$ cat src/rtl/rc_pkg.sv
package rc_pkg;
  localparam int unsigned DATA_W      = 32;
  // command register fields
  localparam int unsigned CMD_BUSY    = 0;
  localparam int unsigned CMD_ROOT    = 1;
  // commit register placement and fields
  localparam int unsigned UPD_OFFSET  = 'h60;
  localparam int unsigned UPD_EN      = 8;
  localparam int unsigned UPD_ACK_LSB = 16;
  localparam int unsigned UPD_ACK_MAX = DATA_W - UPD_ACK_LSB;
endpackage

$ cat src/rtl/rc_delay_timer.sv
// Countdown: done pulses DLY cycles after the edge that sampled start.
module rc_delay_timer #(
  parameter int unsigned DLY = 1
) (
  input  logic clk,
  input  logic rst_n,
  input  logic start,
  input  logic cancel,
  output logic busy,
  output logic done
);
  localparam int unsigned DLY_I = (DLY < 1) ? 1 : DLY;
  localparam int unsigned CW    = (DLY_I > 1) ? $clog2(DLY_I) : 1;

  logic [CW-1:0] cnt_q;
  logic          busy_q;

  assign busy = busy_q;
  assign done = busy_q && (cnt_q == '0) && !cancel;

  always_ff @(posedge clk or negedge rst_n) begin
    if (!rst_n) begin
      busy_q <= 1'b0;
      cnt_q  <= '0;
    end else if (cancel) begin
      busy_q <= 1'b0;
    end else if (start) begin
      busy_q <= 1'b1;
      cnt_q  <= CW'(DLY_I - 1);
    end else if (busy_q) begin
      if (cnt_q == '0) busy_q <= 1'b0;
      else             cnt_q  <= cnt_q - CW'(1);
    end
  end
endmodule

$ cat src/rtl/rc_cmd_reg.sv
// Command register: root enable plus the root-update busy flag.
module rc_cmd_reg #(
  parameter int unsigned ROOT_DLY = 5
) (
  input  logic clk,
  input  logic rst_n,
  input  logic wr,
  input  logic wr_root,
  output logic root_en,
  output logic busy
);
  logic root_q, busy_q, kick_q;
  logic tmr_busy, tmr_done;

  assign root_en = root_q;
  assign busy    = busy_q;

  rc_delay_timer #(.DLY(ROOT_DLY)) u_root_tmr (
    .clk    (clk),
    .rst_n  (rst_n),
    .start  (kick_q),
    .cancel (1'b0),
    .busy   (tmr_busy),
    .done   (tmr_done)
  );

  always_ff @(posedge clk or negedge rst_n) begin
    if (!rst_n) begin
      root_q <= 1'b0;
      busy_q <= 1'b0;
      kick_q <= 1'b0;
    end else begin
      kick_q <= wr && wr_root;
      if (wr) begin
        root_q <= wr_root;
        if (wr_root) busy_q <= 1'b1;
        else if (tmr_done) busy_q <= 1'b0;
      end else if (tmr_done && !kick_q) begin
        busy_q <= 1'b0;
      end
    end
  end

  logic unused_tmr;
  assign unused_tmr = tmr_busy;
endmodule

$ cat src/rtl/rc_upd_reg.sv
// Commit register: entry ID, update enable, one-hot acknowledge.
module rc_upd_reg #(
  parameter int unsigned ID_W    = 4,
  parameter int unsigned CMT_DLY = 3,
  parameter int unsigned CLR_DLY = 2
) (
  input  logic                      clk,
  input  logic                      rst_n,
  input  logic                      wr,
  input  logic [rc_pkg::DATA_W-1:0] wdata,
  output logic [ID_W-1:0]           id,
  output logic                      en,
  output logic [(1<<ID_W)-1:0]      ack,
  output logic                      cmt_busy,
  output logic                      clr_busy,
  output logic                      clr_req
);
  localparam int unsigned ACK_W = 1 << ID_W;

  logic [ID_W-1:0]  id_q, id_lat_q;
  logic             en_q, clr_req_q;
  logic [ACK_W-1:0] ack_q, ack_onehot;
  logic             zero_wr, cmt_go, cmt_done, clr_done;

  assign zero_wr  = wr && (wdata == '0);
  assign cmt_go   = en_q && (ack_q == '0) && !cmt_busy && !clr_busy && !clr_req_q;
  assign id       = id_q;
  assign en       = en_q;
  assign ack      = ack_q;
  assign clr_req  = clr_req_q;

  // one-hot decode of the latched entry ID
  for (genvar g = 0; g < ACK_W; g++) begin : g_dec
    assign ack_onehot[g] = (id_lat_q == ID_W'(g));
  end

  rc_delay_timer #(.DLY(CMT_DLY)) u_cmt_tmr (
    .clk    (clk),
    .rst_n  (rst_n),
    .start  (cmt_go),
    .cancel (zero_wr),
    .busy   (cmt_busy),
    .done   (cmt_done)
  );

  rc_delay_timer #(.DLY(CLR_DLY)) u_clr_tmr (
    .clk    (clk),
    .rst_n  (rst_n),
    .start  (clr_req_q),
    .cancel (1'b0),
    .busy   (clr_busy),
    .done   (clr_done)
  );

  always_ff @(posedge clk or negedge rst_n) begin
    if (!rst_n) begin
      id_q      <= '0;
      en_q      <= 1'b0;
      id_lat_q  <= '0;
      clr_req_q <= 1'b0;
      ack_q     <= '0;
    end else begin
      clr_req_q <= zero_wr;
      if (wr) begin
        id_q <= wdata[ID_W-1:0];
        en_q <= wdata[rc_pkg::UPD_EN];
      end
      if (cmt_go) id_lat_q <= id_q;
      if (clr_done)      ack_q <= '0;
      else if (cmt_done) ack_q <= ack_onehot;
    end
  end
endmodule

$ cat src/rtl/ramp_cfg_regs.sv
// Top: address decode, registered read mux, two register slices.
module ramp_cfg_regs #(
  parameter int unsigned ADDR_W   = 8,
  parameter int unsigned ID_W     = 4,   // at most 4: acknowledge lives in bits 31:16
  parameter int unsigned CMT_DLY  = 3,
  parameter int unsigned CLR_DLY  = 2,
  parameter int unsigned ROOT_DLY = 5,
  parameter int unsigned CMD_BASE = 0
) (
  input  logic              clk,
  input  logic              rst_n,
  input  logic [ADDR_W-1:0] bus_addr,
  input  logic              bus_we,
  input  logic [31:0]       bus_wdata,
  input  logic              bus_re,
  output logic [31:0]       bus_rdata
);
  import rc_pkg::*;
  localparam int unsigned ACK_W    = 1 << ID_W;
  localparam int unsigned UPD_ADDR = CMD_BASE + UPD_OFFSET;

  logic             hit_cmd, hit_upd;
  logic             root_en, busy_flag;
  logic [ID_W-1:0]  upd_id;
  logic             upd_en;
  logic [ACK_W-1:0] ack_vec;
  logic             cmt_busy, clr_busy, clr_req;
  logic [31:0]      cmd_val, upd_val, rd_mux, rdata_q;

  assign hit_cmd = (bus_addr == ADDR_W'(CMD_BASE));
  assign hit_upd = (bus_addr == ADDR_W'(UPD_ADDR));

  rc_cmd_reg #(.ROOT_DLY(ROOT_DLY)) u_cmd (
    .clk     (clk),
    .rst_n   (rst_n),
    .wr      (bus_we && hit_cmd),
    .wr_root (bus_wdata[CMD_ROOT]),
    .root_en (root_en),
    .busy    (busy_flag)
  );

  rc_upd_reg #(.ID_W(ID_W), .CMT_DLY(CMT_DLY), .CLR_DLY(CLR_DLY)) u_upd (
    .clk      (clk),
    .rst_n    (rst_n),
    .wr       (bus_we && hit_upd),
    .wdata    (bus_wdata),
    .id       (upd_id),
    .en       (upd_en),
    .ack      (ack_vec),
    .cmt_busy (cmt_busy),
    .clr_busy (clr_busy),
    .clr_req  (clr_req)
  );

  always_comb begin
    cmd_val           = '0;
    cmd_val[CMD_BUSY] = busy_flag;
    cmd_val[CMD_ROOT] = root_en;
    upd_val                     = '0;
    upd_val[ID_W-1:0]           = upd_id;
    upd_val[UPD_EN]             = upd_en;
    upd_val[UPD_ACK_LSB +: ACK_W] = ack_vec;
    if (hit_cmd)      rd_mux = cmd_val;
    else if (hit_upd) rd_mux = upd_val;
    else              rd_mux = '0;
  end

  always_ff @(posedge clk or negedge rst_n) begin
    if (!rst_n) rdata_q <= '0;
    else        rdata_q <= bus_re ? rd_mux : '0;
  end

  assign bus_rdata = rdata_q;
endmodule

$ cat config.mk
export PLATFORM = sky130hd
export DESIGN_NAME = ramp_cfg_regs
export DESIGN_NICKNAME = d
export VERILOG_FILES = /design/src/rtl/rc_pkg.sv /design/src/rtl/rc_delay_timer.sv /design/src/rtl/rc_cmd_reg.sv /design/src/rtl/rc_upd_reg.sv /design/src/rtl/ramp_cfg_regs.sv
export SDC_FILE = /design/constraint.sdc
export NUM_CORES = 1
export LEC_CHECK = 0
export ABC_AREA = 1
export BUFFER_PORTS_ARGS = -buffer_cell sky130_fd_sc_hd__buf_2
export CAP_MARGIN = 20
export CELL_PAD_IN_SITES_DETAIL_PLACEMENT = 1
export CELL_PAD_IN_SITES_GLOBAL_PLACEMENT = 2
export CORE_MARGIN = 4
export CORE_UTILIZATION = 27
export DETAILED_ROUTE_END_ITERATION = 12
export GPL_TIMING_DRIVEN = 0
export PLACE_DENSITY = 0.82
export SYNTH_ARGS = -nofsm -noshare
export SYNTH_HDL_FRONTEND = slang
export SYNTH_SLANG_ARGS = --single-unit
$ cat constraint.sdc
create_clock -name clk -period 1.35 [get_ports clk]
set_input_delay 0.27 -clock clk [delete_from_list [all_inputs] [get_ports clk]]
set_output_delay 0.27 -clock clk [all_outputs]
set_load 0.01 [all_outputs]
==> results of run 1 <==
==> area by class of cell <==
cell class              count  area, µm²
repair buffers             68        365
well taps                 133        166
inverters                  47        180
plain buffers              21        146
clock inverters             5       52.6
flip-flops and latches     59       1480
multi-input cells         222       1120
fillers                  1213       6300
clock buffers              11        141
==> cell families (layout without fill, tap and decap cells) <==
logic type | Yosys count | after routing | synth area share [%]
buf+inv | 68 | 152 | 11.3
fa+ha+maj | 3 | 3 | 1.34
flops | 59 | 59 | 52.7
compound gates | 20 | 20 | 3.71
simple gates | 187 | 188 | 30.8
other cells | 1 | 11 | 0.134
==> tightest hold or removal path, stage by stage <==
cell,delay [ps]
buf_2,90
nand2_1,50
o21ai_0,60
==> synth_stat cells <==
cell / n / area, µm²
nor2_1: 47 / 176
inv_1: 44 / 165
o22ai_1: 1 / 6.26
dfrtp_1: 59 / 1480
o21ai_0: 14 / 70.1
nand2_1: 61 / 229
nor3_1: 19 / 95.1
buf_2: 5 / 25.0
nand3_1: 28 / 140
or2_2: 2 / 12.5
inv_2: 1 / 3.75
a21boi_0: 1 / 7.51
nand2_4: 1 / 11.3
ha_1: 3 / 37.5
buf_4: 11 / 82.6
nand3_2: 1 / 10.0
nand2_2: 2 / 12.5
a21oi_1: 4 / 20.0
nand4_1: 22 / 138
nor3b_1: 2 / 15.0
clkinv_1: 2 / 7.51
clkbuf_1: 3 / 11.3
buf_6: 2 / 22.5
conb_1: 1 / 3.75
nor2_2: 1 / 6.26
nor3_4: 1 / 16.3
==> sequential cells by signal (all words and copies together), names as in the netlist, 2 cells and up <==
signal                  flops
bus_rdata                  21
u_upd.ack                  16
u_upd.id                    4
u_upd.id_lat_q              4
u_cmd.u_root_tmr.cnt_q      3
u_upd.u_cmt_tmr.cnt_q       2
==> power breakdown <==
group / internal (mW) / switching, mW
registers: 2.14 / 0.296
logic: 1.03 / 1.86
clock network: 0.893 / 0.724
total: 4.07 / 2.88
==> final timing paths <==
kind | startpoint | cells after the start | to
min reg2reg | u_upd.u_cmt_tmr.cnt_q[1] | 2 | u_upd.u_cmt_tmr.cnt_q[1]
min | bus_wdata[3] | 3 | u_upd.id[3]
max | u_upd.ack[10] | 6 | u_upd.id_lat_q[2]
max reg2reg | u_upd.ack[10] | 6 | u_upd.id_lat_q[2]
max in group asynchronous | rst_n | 3 | u_upd.u_cmt_tmr.busy
min in group asynchronous | rst_n | 2 | bus_rdata[26]
==> metal layers <==
| layer | vias to the layer above | global-route usage (%) | share of wire [%] |
|---|---|---|---|
| li1 | 1250 | - | - |
| met5 | - | 0 | 0 |
| met3 | 17 | 2.58 | 4.2 |
| met4 | 0 | 6.41 | 1.9 |
| met2 | 56 | 23.0 | 51 |
| met1 | 1198 | 17.1 | 42 |
==> metrics by stage <==
stage	setup slack (ps)	power [mW]	instance area [µm²]
3_5_place_dp	-251	4.65	3350
2_1_floorplan	27.5	3.95	2840
3_3_place_gp	-210	4.54	3330
6_report	70.9	6.95	3650
5_1_grt	-54.9	7.52	3650
4_1_cts	1.49	6.64	3600
==> repair_timing <==
action,4_1_cts,5_1_grt
endpoints found under the hold margin,20,0
endpoints found under the setup margin,25,25
hold buffers,1,0
gates resized for setup,16,19
buffers inserted,0,2
gates cloned,1,0
pin swaps,1,7
==> results.md, run 1 <==
- Ordered cell list for the critical path: inv_1 -> nand4_1 -> nor2_4 -> nand3_4 -> nand2_1 -> o21ai_0
- DRC viols: 0
- Vias in the first global route: 2699
- Die Area: 0.0121 mm²
- Core area: 0.00995 mm²
- Pleak: 1.96 nW
- Post-Layout Cell Count: 566
- Max Clock Skew: 6.17 ps
- Setup TNS: 0 ps
- Total wire length: 7.60 mm
- Crit path kind: reg2reg
- First DRT Iteration DRCs: 103
- Via density: 4.45
- Hold Path Class: in2reg
- Clock net sink count: 59
- Total grt overflow: 0
- Hold_ws: 155 ps
- CTS tree: done
- Max VDD drop: 0.601 mV
- Avg Synthesized Cell Area: 8.29 µm²
- Final Util: 36.7%
- Die Width: 110 µm
- Largest net degree at the start of global routing: 40
- Cts bufs inserted: 9
- Cell Area, Synth: 0.00280 mm²
- Initial core utilization: 28.1%
- Diode count: 0
- HPWL Detailed: 5.91 mm
- Pre-Repair DR Iteration Count: 4
- Period utilization: 94.7%
- Slowest cell on the critical path: dfrtp_1
- Yosys Warn Count: 0
- Initial antenna violation count: 0
- Die height: 110 µm
- Final GP Congestion: 0.805
- Outcome: finished, final reports clean
- Count of cell types in the netlist: 26
- Crit end category: flop
- Clock-pin slew on the worst setup and hold paths: 70 ps
- Minimum clock period: 1280 ps
- FP Rows: 36
- Max Fclk: 782 MHz
- Post-Syn Instances: 338
- Data arrival time of the worst path: 1510 ps
- Final hold violation count: 0
- Io pins: 76
- Leading cell type in the layout, fill and taps excluded: buf_2
- RSZ-0062 raised after global routing: true
- Power per cell area: 1900 mW/mm²
- R2R setup slack: 70 ps
- CP Data Required Time: 1580 ps
- MaxCap Viol Count: 0
- Synth Register Bits: 59
- Buffers added on ports: 64
- Share of post-route cells with drive strength above 1: 30.3%
- Worst skew pair latency: 350 ps
- CP peak stage delay: 390 ps
- CP max FO: 5
- Root buffer selected by CTS: clkbuf_8
- Max-slew violations: 0
- Placed Instances: 546
- Vias: 2521
- Crit-path leading delay family: simple AND/OR/NAND/NOR gates
- H-tree depth: 3
- Sequential area share after synthesis: 52.7%
- First-pass GRT wire length: 12.8 mm
- Most frequent cells in the layout: 70 x buf_2, 60 x nand2_1, 57 x dfrtp_1
- Endpoints failing setup: 0
- Clock Tree Buf Depth: 2
- Area grow syn2layout: 30.3%
- CP bufs+invs: 1
- GRT Util Overall: 13.7%
- WL per Instance: 13.4 µm
- Post-layout nets: 475
- Crit path launch type: flop
- Post-DRT Antenna Nets: 0
(Power assumes the default switching activity.)
==> run 2: changes to the inputs <==
- CELL_PAD_IN_SITES_DETAIL_PLACEMENT: 1 -> default
- CELL_PAD_IN_SITES_GLOBAL_PLACEMENT: 2 -> default
- CORE_UTILIZATION: 27 -> 40
- PLACE_DENSITY: 0.82 -> 0.73
==> results.md, run 2 (synthesis gave the netlist of run 1 again) <==
- First-pass GRT wire length: 10.1 mm (-21%)
- Pre-Repair DR Iteration Count: 4 (unchanged)
- Area grow syn2layout: 26.3%
- Vias: 2424 (-3.8%)
- Io pins: 76 (unchanged)
- Vias in the first global route: 2359 (-13%)
- Total wire length: 6.07 mm (-20%)
- Sequential fraction of design power: 38.3% (+3.2 points)
- Outcome: finished, final reports clean
- Clock power share: 23.8% (+0.5 points)
- Final Util: 52.1% (+15 points)
- Total grt overflow: 0 (unchanged)
- Diode count: 0 (unchanged)
- Initial core utilization: 41.2% (+13 points)
- Data arrival time of the worst path: 1540 ps (+30 ps)
- Buffers added on ports: 64 (unchanged)
- Pleak: 1.93 nW (-1.1%)
- Root buffer selected by CTS: clkbuf_8
- First DRT Iteration DRCs: 162 (+57%)
- Leading cell type in the layout, fill and taps excluded: buf_2
- Clock net sink count: 59 (unchanged)
- Max Fclk: 763 MHz (-2.4%)
- Endpoints failing setup: 0 (unchanged)
- Combinational fraction of design power: 38.0% (-3.6 points)
- Die Area: 0.00841 mm² (-30%)
- MaxCap Viol Count: 0 (unchanged)
- Final hold violation count: 0 (unchanged)
- FP Rows: 30 (-17%)
- Initial antenna violation count: 0 (unchanged)
- Hold-critical path depth: 3 (unchanged)
- H-tree depth: 3 (unchanged)
- Final total power: 6.27 mW (-9.7%)
- Cts bufs inserted: 9 (unchanged)
- RSZ-0062 raised after global routing: true
- Worst Reg-to-Reg Cells: 6 (unchanged)
- Share of post-route cells with drive strength above 1: 27.4% (-2.8 points)
- Post-DRT Antenna Nets: 0 (unchanged)
- Period utilization: 97.1% (+2.4 points)
- Post-layout nets: 473 (-0.42%)
- Max VDD drop: 0.633 mV (+5.4%)
- Max-slew violations: 0 (unchanged)
- CTS tree: done
- Clock-pin slew on the worst setup and hold paths: 60 ps (about the same)
- Die height: 91.7 µm (-17%)
- Crit path launch type: flop
- Slew headroom: 66.2%
- CP Data Required Time: 1580 ps (about the same)
- GRT Util Overall: 14.9% (+1.2 points)
- Largest net degree at the start of global routing: 37 (-7.5%)
- Sw frac: 38.8% (-2.6 points)
- Core area: 0.00679 mm² (-32%)
- Die Width: 91.7 µm (-17%)
- Clock Tree Buf Depth: 2 (unchanged)
- Worst skew pair latency: 340 ps (about the same)
- Final GP Congestion: 0.947 (+18%)
- CP max FO: 9 (+4)
- Internal: 3.84 mW (-5.7%)
- Most frequent cells in the layout: 69 x buf_2, 61 x nand2_1, 59 x dfrtp_1
- Psw: 2.44 mW (-15%)
- Max Clock Skew: 6.71 ps (+0.544 ps)
- Worst Tran Pin Value: 507 ps
- DRC viols: 0 (unchanged)
- Hold_ws: 155 ps (+0.242 ps)
- HPWL Detailed: 4.63 mm (-22%)
- Crit path kind: reg2reg
- Via density: 4.61 (+3.5%)
- Hold Path Class: in2reg
- Power per cell area: 1770 mW/mm² (-6.8%)
- Crit end category: flop
- Max reg flops: 21 (unchanged)
- Minimum clock period: 1310 ps (+31.8 ps)
- WL per Instance: 11.5 µm (-14%)
-- run 2: final timing paths --
| kind | slack, ps | startpoint | to |
|---|---|---|---|
| setup / recovery | 40 | u_upd.ack[15] | u_upd.u_cmt_tmr.cnt_q[0] |
| hold / removal | 150 | bus_wdata[2] | u_upd.id[2] |
| setup reg to reg | 40 | u_upd.ack[15] | u_upd.u_cmt_tmr.cnt_q[0] |
| hold reg to reg | 470 | u_upd.u_cmt_tmr.cnt_q[1] | u_upd.u_cmt_tmr.cnt_q[1] |
| max in group asynchronous | 340 | rst_n | u_upd.ack[7] |
| min in group asynchronous | 450 | rst_n | bus_rdata[25] |
-- run 2: cell type report --
type / count / area (µm²)
timing repair buffer: 67 / 358
sequential: 59 / 1480
buffer: 21 / 146
clock inverter: 3 / 40.0
inverter: 47 / 180
clock buffer: 12 / 135
fill: 618 / 3260
tap: 96 / 120
multi-input combinational: 221 / 1080
-- run 2: layer usage --
layer | share of wire, % | routed length [µm] | GRT usage (%)
met3 | 4.2 | 258 | 2.38
met4 | 3.4 | 204 | 9.05
met1 | 43 | 2590 | 17.8
met2 | 50 | 3020 | 25.1
met5 | 0 | 0 | 0
-- run 2: critical path, cell delays in order, from the launching register on --
cell	delay, ps
dfrtp_1	390
inv_1	100
nand4_1	140
nor2_2	180
nand3_2	190
nand4_1	150
nand2_1	60
-- run 2: per-stage QoR --
step	cells	TNS, ps	worst slack [ps]	cell area [µm²]
6_report	526	0	39.1	3540
5_1_grt	526	-98.8	-30.1	3540
4_1_cts	525	0	25.4	3500
3_5_place_dp	509	-3730	-191	3300
3_3_place_gp	508	-3520	-160	3280
2_1_floorplan	348	0	27.5	2840
-- run 2: power by group through the flow --
stage	sequential, mW	combinational, mW	clock, mW
floorplan	2.35	1.61	0
global placement	2.41	2.03	0
detailed placement	2.43	2.10	0
CTS	2.40	2.19	1.50
global route	2.45	2.68	1.60
finish	2.40	2.38	1.49
-- run 2: repair_timing --
action,in CTS,in global routing
setup endpoints to repair,24,26
cloned,0,0
resized for setup,9,9
hold buffers,1,0
endpoints found under the hold margin,23,0
pin swaps,0,2
buffers inserted,0,1
==> run 3: changes to the inputs <==
- CTS_BUF_LIST: default -> sky130_fd_sc_hd__clkbuf_8 sky130_fd_sc_hd__clkbuf_16
- TNS_END_PERCENT: default -> 30
==> results.md, run 3 (synthesis gave the netlist of run 1 again) <==
- Outcome: finished, final reports clean
- Crit end category: flop
- CP max FO: 4 (-5)
- Max VDD drop: 0.635 mV (+0.29%)
- Max-slew violations: 0 (unchanged)
- Pre-Repair DR Iteration Count: 5 (+1)
- Total grt overflow: 0 (unchanged)
- CP peak stage delay: 360 ps (-30 ps)
- Placed Instances: 509 (unchanged)
- Clock net sink count: 59 (unchanged)
- Vias in the first global route: 2355 (-0.17%)
- Data arrival time of the worst path: 1550 ps (about the same)
- FP Rows: 30 (unchanged)
- Max Fclk: 768 MHz (+0.68%)
- Ordered cell list for the critical path: inv_1 -> ha_1 -> a21boi_2 -> or2_2 -> o22ai_1
- Final hold violation count: 0 (unchanged)
- Slew headroom: 66.2% (about the same)
- Slowest cell on the critical path: dfrtp_1
- Post-layout nets: 473 (unchanged)
- Final GP Congestion: 0.947 (unchanged)
- RSZ-0062 raised after global routing: false
- Die height: 91.7 µm (unchanged)
- Die Width: 91.7 µm (unchanged)
- Initial core utilization: 41.2% (unchanged)
- Diode count: 0 (unchanged)
- Cts bufs inserted: 9 (unchanged)
- Pleak: 1.95 nW (+0.68%)
- Worst Tran Pin Value: 507 ps (+0.421 ps)
- Post-DRT Antenna Nets: 0 (unchanged)
- Reg2Reg Launch Point: u_cmd.u_root_tmr.cnt_q[0]
- Final total power: 6.34 mW (+1.1%)
- Period utilization: 96.4% (-0.65 points)
- Vias: 2425 (+0.041%)
- WL per Instance: 11.6 µm (+0.66%)
- Via density: 4.61 (about the same)
- Die Area: 0.00841 mm² (unchanged)
- Crit path launch type: flop
- Share of post-route cells with drive strength above 1: 27.7% (+0.23 points)
- Post-place instance area: 0.00330 mm² (unchanged)
- Core area: 0.00679 mm² (unchanged)
- Worst skew pair latency: 340 ps (about the same)
- Initial antenna violation count: 0 (unchanged)
- Beginning of the worst hold path: bus_wdata[2]
- HPWL Detailed: 4.63 mm (unchanged)
- GRT Util Overall: 14.9% (-0.018 points)
- Largest net degree at the start of global routing: 37 (unchanged)
- Power per cell area: 1790 mW/mm² (+0.85%)
- Minimum clock period: 1300 ps (-8.84 ps)
- Hold_ws: 154 ps (-1.18 ps)
- CTS tree: done
- CP Data Required Time: 1600 ps (+20 ps)
- Setup ws final: 47.9 ps (+8.84 ps)
- MaxCap Viol Count: 0 (unchanged)
- Leading cell type in the layout, fill and taps excluded: buf_2
- Max Clock Skew: 8.46 ps (+1.74 ps)
- Worst setup path startpoint: u_cmd.u_root_tmr.cnt_q[0]
- Clock-pin slew on the worst setup and hold paths: 60 ps (about the same)
- Hold Path Class: in2reg
- Buffers added on ports: 64 (unchanged)
- Cell area after layout: 0.00355 mm² (+0.28%)
- Setup Slack @ Placement: -191 ps (unchanged)
- First-pass GRT wire length: 10.1 mm (-0.14%)
- Clock Tree Buf Depth: 2 (unchanged)
- Most frequent cells in the layout: 69 x buf_2, 60 x nand2_1, 59 x dfrtp_1
- Post-Layout Cell Count: 526 (unchanged)
- First DRT Iteration DRCs: 182 (+12%)
- Endpoints failing setup: 0 (unchanged)
- Area grow syn2layout: 26.6%
- Root buffer selected by CTS: clkbuf_8
- Setup TNS: 0 ps (unchanged)
- Total wire length: 6.11 mm (+0.66%)
- Max reg flops: 21 (unchanged)
- Crit path kind: reg2reg
- H-tree depth: 3 (unchanged)
- DRC viols: 0 (unchanged)
- Final Util: 52.2% (+0.15 points)
- Io pins: 76 (unchanged)
run 3: cell count changes in the layout (fill, tap and decap cells not counted), sizes merged:
cell    previous run  this run
clkbuf            14        11
inv               46        49
run 3: routing by layer:
metal	vias up	track usage (%)	routed length, µm
met5	-	0	0
met4	0	9.05	158
met3	14	2.46	286
met2	77	25.0	3070
met1	1092	17.8	2600
li1	1242	-	-
run 3: report_power, final:
part | total (mW) | leakage (nW) | switching [mW] | internal [mW]
combinational | 2.47 | 1.06 | 1.58 | 0.890
clock | 1.47 | 0.103 | 0.657 | 0.814
sequential | 2.40 | 0.781 | 0.265 | 2.14
run 3: repair_timing:
action / 4_1_cts / 5_1_grt
resized for setup: 8 / 12
hold endpoints to repair: 23 / 0
buffers inserted: 0 / 1
pin swaps: 0 / 0
hold buffers: 1 / 0
cloned: 0 / 0
endpoints found under the setup margin: 24 / 25
run 3: worst max-delay path: cells and delay by family (launching register included):
| kind | cells | cell delay (ps) |
|---|---|---|
| flip-flops | 1 | 360 |
| AND/OR/NAND/NOR | 1 | 300 |
| AO/OA/AOI/OAI | 2 | 230 |
| adder cells (fa/ha/maj) | 1 | 200 |
| buffers and inverters | 1 | 120 |
run 3: path summary, 6_finish.rpt:
path / endpoint / slack [ps] / cells past startpoint
max in group asynchronous: u_upd.ack[7] / 340 / 3
hold / removal: u_upd.id[2] / 150 / 3
setup reg to reg: u_cmd.u_root_tmr.cnt_q[1] / 50 / 5
setup / recovery: u_cmd.u_root_tmr.cnt_q[1] / 50 / 5
min in group asynchronous: bus_rdata[1] / 460 / 2
hold reg to reg: u_upd.u_cmt_tmr.cnt_q[1] / 470 / 2
run 3: cell type report:
| cell class | count | area (µm²) |
|---|---|---|
| Inverter | 47 | 180 |
| Clock buffer | 9 | 124 |
| Buffer | 21 | 146 |
| Multi-Input combinational cell | 221 | 1090 |
| Tap cell | 96 | 120 |
| Fill cell | 620 | 3250 |
| Timing Repair Buffer | 67 | 358 |
| Sequential cell | 59 | 1480 |
| Clock inverter | 6 | 51.3 |
